==> config.mk <==
export PLATFORM = sky130hd
export DESIGN_NAME = pterm_out_cell
export DESIGN_NICKNAME = d
export VERILOG_FILES = /design/src/rtl/cellcfg_pkg.sv /design/src/rtl/cell_mode_decode.sv /design/src/rtl/cell_term_sum.sv /design/src/rtl/cell_state_reg.sv /design/src/rtl/cell_pad_drive.sv /design/src/rtl/pterm_out_cell.sv
export SDC_FILE = /design/constraint.sdc
export NUM_CORES = 1
export LEC_CHECK = 0
export ABC_AREA = 1
export CORE_AREA = 4 4 41 43
export DETAILED_ROUTE_END_ITERATION = 7
export DIE_AREA = 0 0 45 47
export GPL_ROUTABILITY_DRIVEN = 0
export GPL_TIMING_DRIVEN = 0
export PLACE_DENSITY = 0.5
export SLEW_MARGIN = 10
export SYNTH_ARGS = -nofsm -noshare
export SYNTH_HDL_FRONTEND = slang
export SYNTH_SLANG_ARGS = --single-unit
==> constraint.sdc <==
create_clock -name clk -period 1.2 [get_ports clk]
set_input_delay 0.24 -clock clk [delete_from_list [all_inputs] [get_ports clk]]
set_output_delay 0.24 -clock clk [all_outputs]
set_load 0.005 [all_outputs]
==> src/rtl/cellcfg_pkg.sv <==
// Shared types for the output macrocell: mode encoding, enable source
// and the decoded control word passed from the decoder to the datapath.
package cellcfg_pkg;

    // Mode pair {glb_sync, glb_arch}
    typedef enum logic [1:0] {
        MODE_OFF    = 2'b00,
        MODE_CLOCK  = 2'b01,
        MODE_PLAIN  = 2'b10,
        MODE_MIXED  = 2'b11
    } glb_mode_e;

    // Source of the pad driver enable
    typedef enum logic [1:0] {
        EN_NONE   = 2'b00,
        EN_ALWAYS = 2'b01,
        EN_PIN    = 2'b10,
        EN_TERM   = 2'b11
    } en_src_e;

    typedef struct packed {
        logic    use_reg;   // pad level comes from the register
        logic    oe_term;   // enable term removed from the data sum
        en_src_e en_src;    // where the driver enable comes from
    } cell_ctl_t;

endpackage

==> src/rtl/cell_mode_decode.sv <==
// Decodes the global mode pair and the per-cell select bit into the
// control word. Purely combinational; assumes bits are static in use.
module cell_mode_decode
    import cellcfg_pkg::*;
(
    input  logic      glb_sync,
    input  logic      glb_arch,
    input  logic      cell_io_sel,
    output cell_ctl_t ctl
);

    glb_mode_e mode;

    // Form the mode from the two global bits
    always_comb mode = glb_mode_e'({glb_sync, glb_arch});

    // Map mode and cell select to register use, term use and enable source
    always_comb begin
        ctl = '{use_reg: 1'b0, oe_term: 1'b0, en_src: EN_NONE};
        unique case (mode)
            MODE_CLOCK: begin
                ctl.use_reg = !cell_io_sel;
                ctl.oe_term = cell_io_sel;
                ctl.en_src  = cell_io_sel ? EN_TERM : EN_PIN;
            end
            MODE_MIXED: begin
                ctl.oe_term = 1'b1;
                ctl.en_src  = EN_TERM;
            end
            MODE_PLAIN: begin
                ctl.en_src  = cell_io_sel ? EN_NONE : EN_ALWAYS;
            end
            default: begin
                ctl.en_src  = EN_NONE;
            end
        endcase
    end

endmodule

==> src/rtl/cell_term_sum.sv <==
// Forms the OR of product terms. The full sum always feeds the register;
// the selected sum drops the enable term when it is reserved for OE.
module cell_term_sum #(
    parameter int NUM_PT = 8
) (
    input  logic [NUM_PT-1:0] pt_in,
    input  logic              oe_term,
    output logic              sum_all,
    output logic              sum_sel,
    output logic              term_en
);

    localparam int OE_IDX = 0;
    localparam int DATA_LO = OE_IDX + 1;

    logic [NUM_PT-1:0] data_mask;

    // Mask that clears the enable term from the data sum
    generate
        for (genvar i = 0; i < NUM_PT; i++) begin : g_mask
            if (i < DATA_LO) begin : g_oe
                assign data_mask[i] = 1'b0;
            end else begin : g_data
                assign data_mask[i] = 1'b1;
            end
        end
    endgenerate

    // Sum all terms, and sum data terms only
    always_comb begin
        sum_all = |pt_in;
        sum_sel = oe_term ? |(pt_in & data_mask) : sum_all;
        term_en = pt_in[OE_IDX];
    end

endmodule

==> src/rtl/cell_state_reg.sv <==
// Cell state register: synchronous active-low clear, then preload,
// then capture of the polarity-adjusted full sum. The pad level of a
// registered cell is the inverse of q, so a cleared register reads high.
module cell_state_reg (
    input  logic clk,
    input  logic rst_n,
    input  logic sum_all,
    input  logic polarity,
    input  logic preload_en,
    input  logic preload_val,
    output logic q
);

    logic d_next;

    // Store the inverse of the wanted pad level
    always_comb d_next = polarity ? !sum_all : sum_all;

    // Register update: reset over preload over capture
    always_ff @(posedge clk) begin
        if (!rst_n)          q <= 1'b0;
        else if (preload_en) q <= preload_val;
        else                 q <= d_next;
    end

    assert_preload_wins_R10: assert property (@(posedge clk) disable iff (!rst_n)
        ($past(rst_n) && $past(preload_en)) |-> (q == $past(preload_val)));

    assert_capture_R2: assert property (@(posedge clk) disable iff (!rst_n)
        ($past(rst_n) && !$past(preload_en)) |-> (q == ($past(sum_all) ^ $past(polarity))));

    assert_reset_clear_R11: assert property (@(posedge clk) disable iff (!rst_n)
        !$past(rst_n) |-> (q == 1'b0));

endmodule

==> src/rtl/cell_pad_drive.sv <==
// Chooses the pad level, the driver enable and the feedback bit from the
// control word. Open-drain drive is enabled only for a low level.
module cell_pad_drive
    import cellcfg_pkg::*;
(
    input  cell_ctl_t ctl,
    input  logic      sum_sel,
    input  logic      term_en,
    input  logic      q,
    input  logic      polarity,
    input  logic      push_pull,
    input  logic      oe_pin_n,
    input  logic      pad_in,
    output logic      pad_out,
    output logic      pad_oe,
    output logic      fb_out
);

    logic lvl_comb;
    logic lvl_reg;
    logic en_raw;

    // Candidate levels from the combinational and registered paths
    always_comb begin
        lvl_comb = polarity ? sum_sel : !sum_sel;
        lvl_reg  = !q;
    end

    // Driver enable source selection
    always_comb begin
        unique case (ctl.en_src)
            EN_ALWAYS: en_raw = 1'b1;
            EN_PIN:    en_raw = !oe_pin_n;
            EN_TERM:   en_raw = term_en;
            default:   en_raw = 1'b0;
        endcase
    end

    // Pad level, drive type and feedback
    always_comb begin
        pad_out = ctl.use_reg ? lvl_reg : lvl_comb;
        pad_oe  = en_raw && (push_pull || !pad_out);
        fb_out  = ctl.use_reg ? lvl_reg : pad_in;
    end

endmodule

==> src/rtl/pterm_out_cell.sv <==
// Top of the output macrocell: decoder, term sum, state register and pad
// drive. Assumes configuration bits are held static while in use.
module pterm_out_cell
    import cellcfg_pkg::*;
#(
    parameter int NUM_PT = 8
) (
    input  logic              clk,
    input  logic              rst_n,
    input  logic [NUM_PT-1:0] pt_in,
    input  logic              glb_sync,
    input  logic              glb_arch,
    input  logic              cell_io_sel,
    input  logic              cell_push_pull,
    input  logic              cell_polarity,
    input  logic              oe_pin_n,
    input  logic              preload_en,
    input  logic              preload_val,
    input  logic              pad_in,
    output logic              pad_out,
    output logic              pad_oe,
    output logic              fb_out
);

    cell_ctl_t ctl;
    logic      sum_all;
    logic      sum_sel;
    logic      term_en;
    logic      q;

    cell_mode_decode u_decode (
        .glb_sync    (glb_sync),
        .glb_arch    (glb_arch),
        .cell_io_sel (cell_io_sel),
        .ctl         (ctl)
    );

    cell_term_sum #(.NUM_PT(NUM_PT)) u_sum (
        .pt_in   (pt_in),
        .oe_term (ctl.oe_term),
        .sum_all (sum_all),
        .sum_sel (sum_sel),
        .term_en (term_en)
    );

    cell_state_reg u_reg (
        .clk         (clk),
        .rst_n       (rst_n),
        .sum_all     (sum_all),
        .polarity    (cell_polarity),
        .preload_en  (preload_en),
        .preload_val (preload_val),
        .q           (q)
    );

    cell_pad_drive u_drive (
        .ctl       (ctl),
        .sum_sel   (sum_sel),
        .term_en   (term_en),
        .q         (q),
        .polarity  (cell_polarity),
        .push_pull (cell_push_pull),
        .oe_pin_n  (oe_pin_n),
        .pad_in    (pad_in),
        .pad_out   (pad_out),
        .pad_oe    (pad_oe),
        .fb_out    (fb_out)
    );

    assert_off_mode_R1: assert property (@(posedge clk) disable iff (!rst_n)
        (!glb_sync && !glb_arch) |-> (!pad_oe && (fb_out == pad_in)));

    assert_plain_on_R5: assert property (@(posedge clk) disable iff (!rst_n)
        (glb_sync && !glb_arch && !cell_io_sel && cell_push_pull) |-> pad_oe);

    assert_input_off_R6: assert property (@(posedge clk) disable iff (!rst_n)
        (glb_sync && !glb_arch && cell_io_sel) |-> (!pad_oe && (fb_out == pad_in)));

    assert_open_drain_R8: assert property (@(posedge clk) disable iff (!rst_n)
        (!cell_push_pull && pad_oe) |-> !pad_out);

    assert_pin_high_R11: assert property (@(posedge clk) disable iff (!rst_n)
        (!$past(rst_n) && !glb_sync && glb_arch && !cell_io_sel) |-> pad_out);

    assert_reg_feedback_R12: assert property (@(posedge clk) disable iff (!rst_n)
        (!glb_sync && glb_arch && !cell_io_sel) |-> (fb_out == pad_out));

endmodule

; ---- Yosys cells after proc, flatten, opt, wreduce, memory -nomap -nowiden
; Index checks and enable logic that the tools add are counted.
[classes]
n_eq_ne = 6
n_mux = 12
n_reduce_logical = 10
[ops]
columns = cell, count
row1 = $mux 1, 9
row2 = $eq 2x2->1 const B, 4
row3 = $reduce_or 8->1, 1
row4 = $reduce_or 7->1, 1
row5 = $logic_not 1->1, 6
row6 = $pmux 2 s3, 1
row7 = $eq 2x1->1 const B, 2
row8 = $pmux 1 s3, 1
row9 = $pmux 1 s2, 1
row10 = $logic_and 1x1->1, 1
row11 = $logic_or 1x1->1, 1
[word_totals]
regBits = 1
inputBits = 19
out_inout_bits = 3

; ---- Logic depth before layout (Yosys ltp)
; Gate-level depths: netlist (run 1).
[logic_depth]
depth_word = 9
depth_mapped = 9
mapped_depth_nobuf = 9

; ---- Hierarchy
; Synthesis (run 1) repeated with hierarchy kept, for this count alone.
[hier_totals]
hier_cells = 52
area_unflattened_um2 = 237.7
[by_module_without_submodules]
columns = mod, n_inst, cells_per_inst, area_each_um2, seq_area_each_um2
row1 = cell_pad_drive, 1, 16, 73.8, 0.0
row2 = cell_state_reg, 1, 12, 62.6, 20.0
row3 = cell_term_sum, 1, 13, 60.1, 0.0
row4 = cell_mode_decode, 1, 11, 41.3, 0.0

; ---- Least setup slack after synthesis (run 1)
; Ideal clock, no wire load.
[synth_timing]
path_kind = input to output
from = input pt_in[4]
to = output pad_oe
arrival_time_ps = 916
required_time_ps = 960
path_slack_ps = 44
path_stages = 9
path_cell_list = nor2_2 nand2_2 nor2_4 nand2_1 nand2_1 nand2_1 nand3_2 nand2_2 a21oi_2
[synth_via]
elab_chain_cells = 8
word_cells_on_any_way = 9
[synth_rtl]
columns = item, line
row1 = start: declaration, pterm_out_cell.sv:10  ; input logic [NUM_PT-1:0] pt_in,
row2 = $reduce_or 8->1 / $reduce_or 7->1 (equally long branches), "cell_term_sum.sv:31, cell_term_sum.sv:32"
row3 = $mux 1 (*), cell_term_sum.sv:32  ; sum_sel = oe_term ? |(pt_in & data_mask) : sum_all;
row4 = $logic_not 1->1, cell_pad_drive.sv:25  ; lvl_comb = polarity ? sum_sel : !sum_sel;
row5 = $mux 1 (*), cell_pad_drive.sv:25
row6 = $mux 1 (*), cell_pad_drive.sv:41  ; pad_out = ctl.use_reg ? lvl_reg : lvl_comb;
row7 = net pad_out, pterm_out_cell.sv:20  ; output logic pad_out,
row8 = $logic_not 1->1 (*), cell_pad_drive.sv:42  ; pad_oe = en_raw && (push_pull || !pad_out);
row9 = $logic_or 1x1->1 (*), cell_pad_drive.sv:42
row10 = $logic_and 1x1->1 (*), cell_pad_drive.sv:42
row11 = end: declaration, pterm_out_cell.sv:21  ; output logic pad_oe,
; The timed path passes the listed nets; every way through them passes the cells marked *.

; ---- Final worst setup path (run 1)
[layout_timing]
from = input cell_io_sel
to = output pad_oe
[layout_via]
elab_chain_cells = 8
word_cells_on_any_way = 17
[layout_rtl]
columns = item, line
row1 = start: declaration, pterm_out_cell.sv:13  ; input logic cell_io_sel,
row2 = $pmux 1 s2, cell_mode_decode.sv:20  ; unique case (mode)
row3 = $mux 1, cell_term_sum.sv:32
row4 = $logic_not 1->1, cell_pad_drive.sv:25
row5 = $mux 1, cell_pad_drive.sv:25
row6 = $mux 1, cell_pad_drive.sv:41
row7 = $logic_not 1->1, cell_pad_drive.sv:42
row8 = $logic_or 1x1->1, cell_pad_drive.sv:42
row9 = $logic_and 1x1->1 (*), cell_pad_drive.sv:42
; Mark *: on every way between the ends. The rest lies on a longest branch, timed or not.

==> results of run 1 <==
-- power groups by stage --
stage / Combinational, W / Sequential, W / Clock, W
finish: 0.000170 / 0.0000369 / 0
global placement: 0.000130 / 0.0000369 / 0
global route: 0.000184 / 0.0000373 / 0
CTS: 0.000151 / 0.0000369 / 0
floorplan: 0.0000450 / 0.0000368 / 0
detailed placement: 0.000131 / 0.0000369 / 0
-- cell usage after synthesis --
cell      number  area share
inv_1          8        0.13
xor2_1         1       0.038
inv_2          1       0.016
dfxtp_1        1       0.086
o211ai_1       1       0.032
or2_4          1       0.038
nand2_2        4        0.11
nor2_1         5       0.081
nand2_1        7        0.11
nand3_1        2       0.043
nor2_2         2       0.054
nand3_2        1       0.043
nor2_4         3        0.15
a21oi_2        1       0.038
a221oi_1       1       0.038
-- final cells by class --
| cell class | count | area [µm²] | area share |
|---|---|---|---|
| inverter | 9 | 33.78 | 0.05579 |
| multi-input combinational | 29 | 234.0 | 0.3864 |
| sequential | 1 | 20.02 | 0.03306 |
| tap | 15 | 18.77 | 0.03099 |
| timing repair buffer | 30 | 299.0 | 0.4938 |
-- logic make-up (layout without fill, tap and decap cells) --
group | count (synthesis) | count (layout) | synth area share
buf+inv | 9 | 39 | 0.1452
simple gates | 25 | 25 | 0.6237
compound gates | 3 | 3 | 0.1076
xor+xnor | 1 | 1 | 0.03764
flops | 1 | 1 | 0.08602
-- per-stage QoR --
stage / setup TNS [ns] / worst slack [ns] / total power, W / cell area, µm² / cells
after detailed placement: -2.769 / -0.9501 / 0.0001677 / 461.7 / 75
after floorplan: 0 / 0.04376 / 0.00008177 / 232.7 / 39
after global routing: -0.8560 / -0.2872 / 0.0002213 / 605.6 / 84
final: -0.5503 / -0.1708 / 0.0002069 / 605.6 / 84
after global placement: -2.759 / -0.9349 / 0.0001673 / 461.7 / 75
after CTS: -0.4327 / -0.2005 / 0.0001882 / 549.3 / 82
-- per-layer routing --
layer  vias up  part of all wire  global-route usage  wire, µm
met3         0              0.13            0.007663        85
met5         -                 0                   0         0
met2        14              0.53              0.1243       361
met1       130              0.34             0.07223       233
li1        178                 -                   -         -
met4         0                 0                   0         0
-- critical path: cells and delay by family --
kind	cells	cell delay, ns
buffers and inverters	4	0.47
AND/OR/NAND/NOR	3	0.28
AO/OA/AOI/OAI	2	0.15
-- cells in the final DEF, fill, tap and decap left out, types with 3 or more instances in the layout --
cell             netlist  routed
nand2_1                7       6
clkdlybuf4s50_1        0       5
inv_2                  1       3
inv_1                  8       6
nand2_2                4       5
buf_6                  0      11
nor2_4                 3       7
buf_4                  0       7
-- worst paths after layout --
path                       from       to  slack (ns)  cells past startpoint
setup / recovery    cell_io_sel   pad_oe       -0.17                      9
hold / removal    cell_polarity  u_reg.q        0.81                      5
-- timing repair --
action	4_1_cts	5_1_grt
buffers inserted	8	2
pin swaps	17	10
setup endpoints to repair	4	4
gates resized for setup	72	10
==> results.py, run 1 <==
metrics = {
    "global_route": {
        "antenna_found_initial": 0,
        "grt_max_degree": 4,
        "grt-ovfl-total": 0,
        "grt_pass1_wl_mm": 1.048,
        "track_usage": 0.06147,
        "grt_pass1_vias": 281,
    },
    "outcome": {
        "violations": "negative setup slack",
        "status": "finished with violations",
    },
    "logic_synthesis": {
        "ys_types": 15,
        "synth_area_um2": 232.7,
        "syn-mean-instance-area_um2": 5.967,
        "synthCells": 39,
        "synth_seq_area_share": 0.08602,
        "syn-num-nets": 58,
        "ys_seq_elements": 1,
        "yosysWarningCount": 0,
    },
    "worst_setup_path": {
        "critPathKind": "input pin to output port",
        "cp.arrival_ns": 1.13,
        "path_cells": "buf_8 > nor2_4 > buf_4 > nand2_2 > buf_4 > nor2_2 > a221oi_4 > a21oi_2 > buf_2",
        "crit_fanout": 3,
        "endpoint_kind": "output port",
        "worst_ep_required_time_ns": 0.96,
        "critical-path-max-stage-delay_ns": 0.15,
        "crit_slowest_cell": "buf_4",
        "cpMostUsedCell": "buf_4",
        "start_kind": "input pin",
    },
    "finish": {
        "finalNetCount": 90,
        "regMostFlops": "u_reg.q",
        "areaGrowthSynthToFinish_pct": 160.2,
        "top_regs": "u_reg.q (1)",
        "final_util": 0.4654,
        "diodes": 0,
        "fillers": 148,
        "largest_reg_flops": 1,
        "drive_above_1_share": 0.6522,
    },
    "route": {
        "wire_per_inst_um": 8.095,
        "drt-initial-drc-count": 2,
        "drc_errors": 0,
        "drt_pass1_iterations": 2,
        "routed_wl_um": 680,
        "vias": 322,
        "antenna_left": 0,
        "viasPerCell": 3.833,
    },
    "sta": {
        "tightest_slew_ns": 0.2055,
        "fin_hold_ws_ns": 0.8137,
        "fmax_ghz": 0.7295,
        "maxSlewHeadroom": 0.8625,
        "finalSetupViolations": 4,
        "min_period_ns": 1.371,
        "finalHoldViolations": 0,
        "rsz0062_at_grt": "true",
        "fin_ws_ns": -0.1708,
        "period_share": 1.142,
        "maxSlewViolCount": 0,
    },
    "floorplanning": {
        "die_w_um": 45,
        "start_util": 0.1788,
        "dieArea_mm2": 0.002115,
        "die_height_um": 47,
        "coreArea_mm2": 0.001301,
        "num_io_pins": 22,
        "fp-row-count": 13,
    },
    "pwr": {
        "internal_power_w": 0.0001441,
        "combPwrFrac": 0.822,
        "swShare": 0.3035,
        "leakage_nw": 0.3077,
        "seqPwrFrac": 0.178,
        "pwr-share-clk": 0,
        "vdd_ir_drop_max_uv": 129.2,
        "p_per_area_mw_per_mm2": 341.6,
        "p_switching_w": 0.00006278,
    },
    "clock_network": {
        "cts.reportedPaths.clkPinSlew_ns": 0,
        "hold_buffers": 0,
    },
    "job": {
        "cap_violations": 0,
    },
    "placement": {
        "dp_hpwl_um": 507,
        "port_buffers": 21,
    },
    "hold_path": {
        "hold_path_class": "input pin to register",
    },
}
Power figures use the tool's default switching activity.
==> inputs of run 2 (changes only) <==
HOLD_SLACK_MARGIN = 0.02   (was unset)
==> results of run 2 <==
Final layout, timing and power as in run 1 (identical DEF).
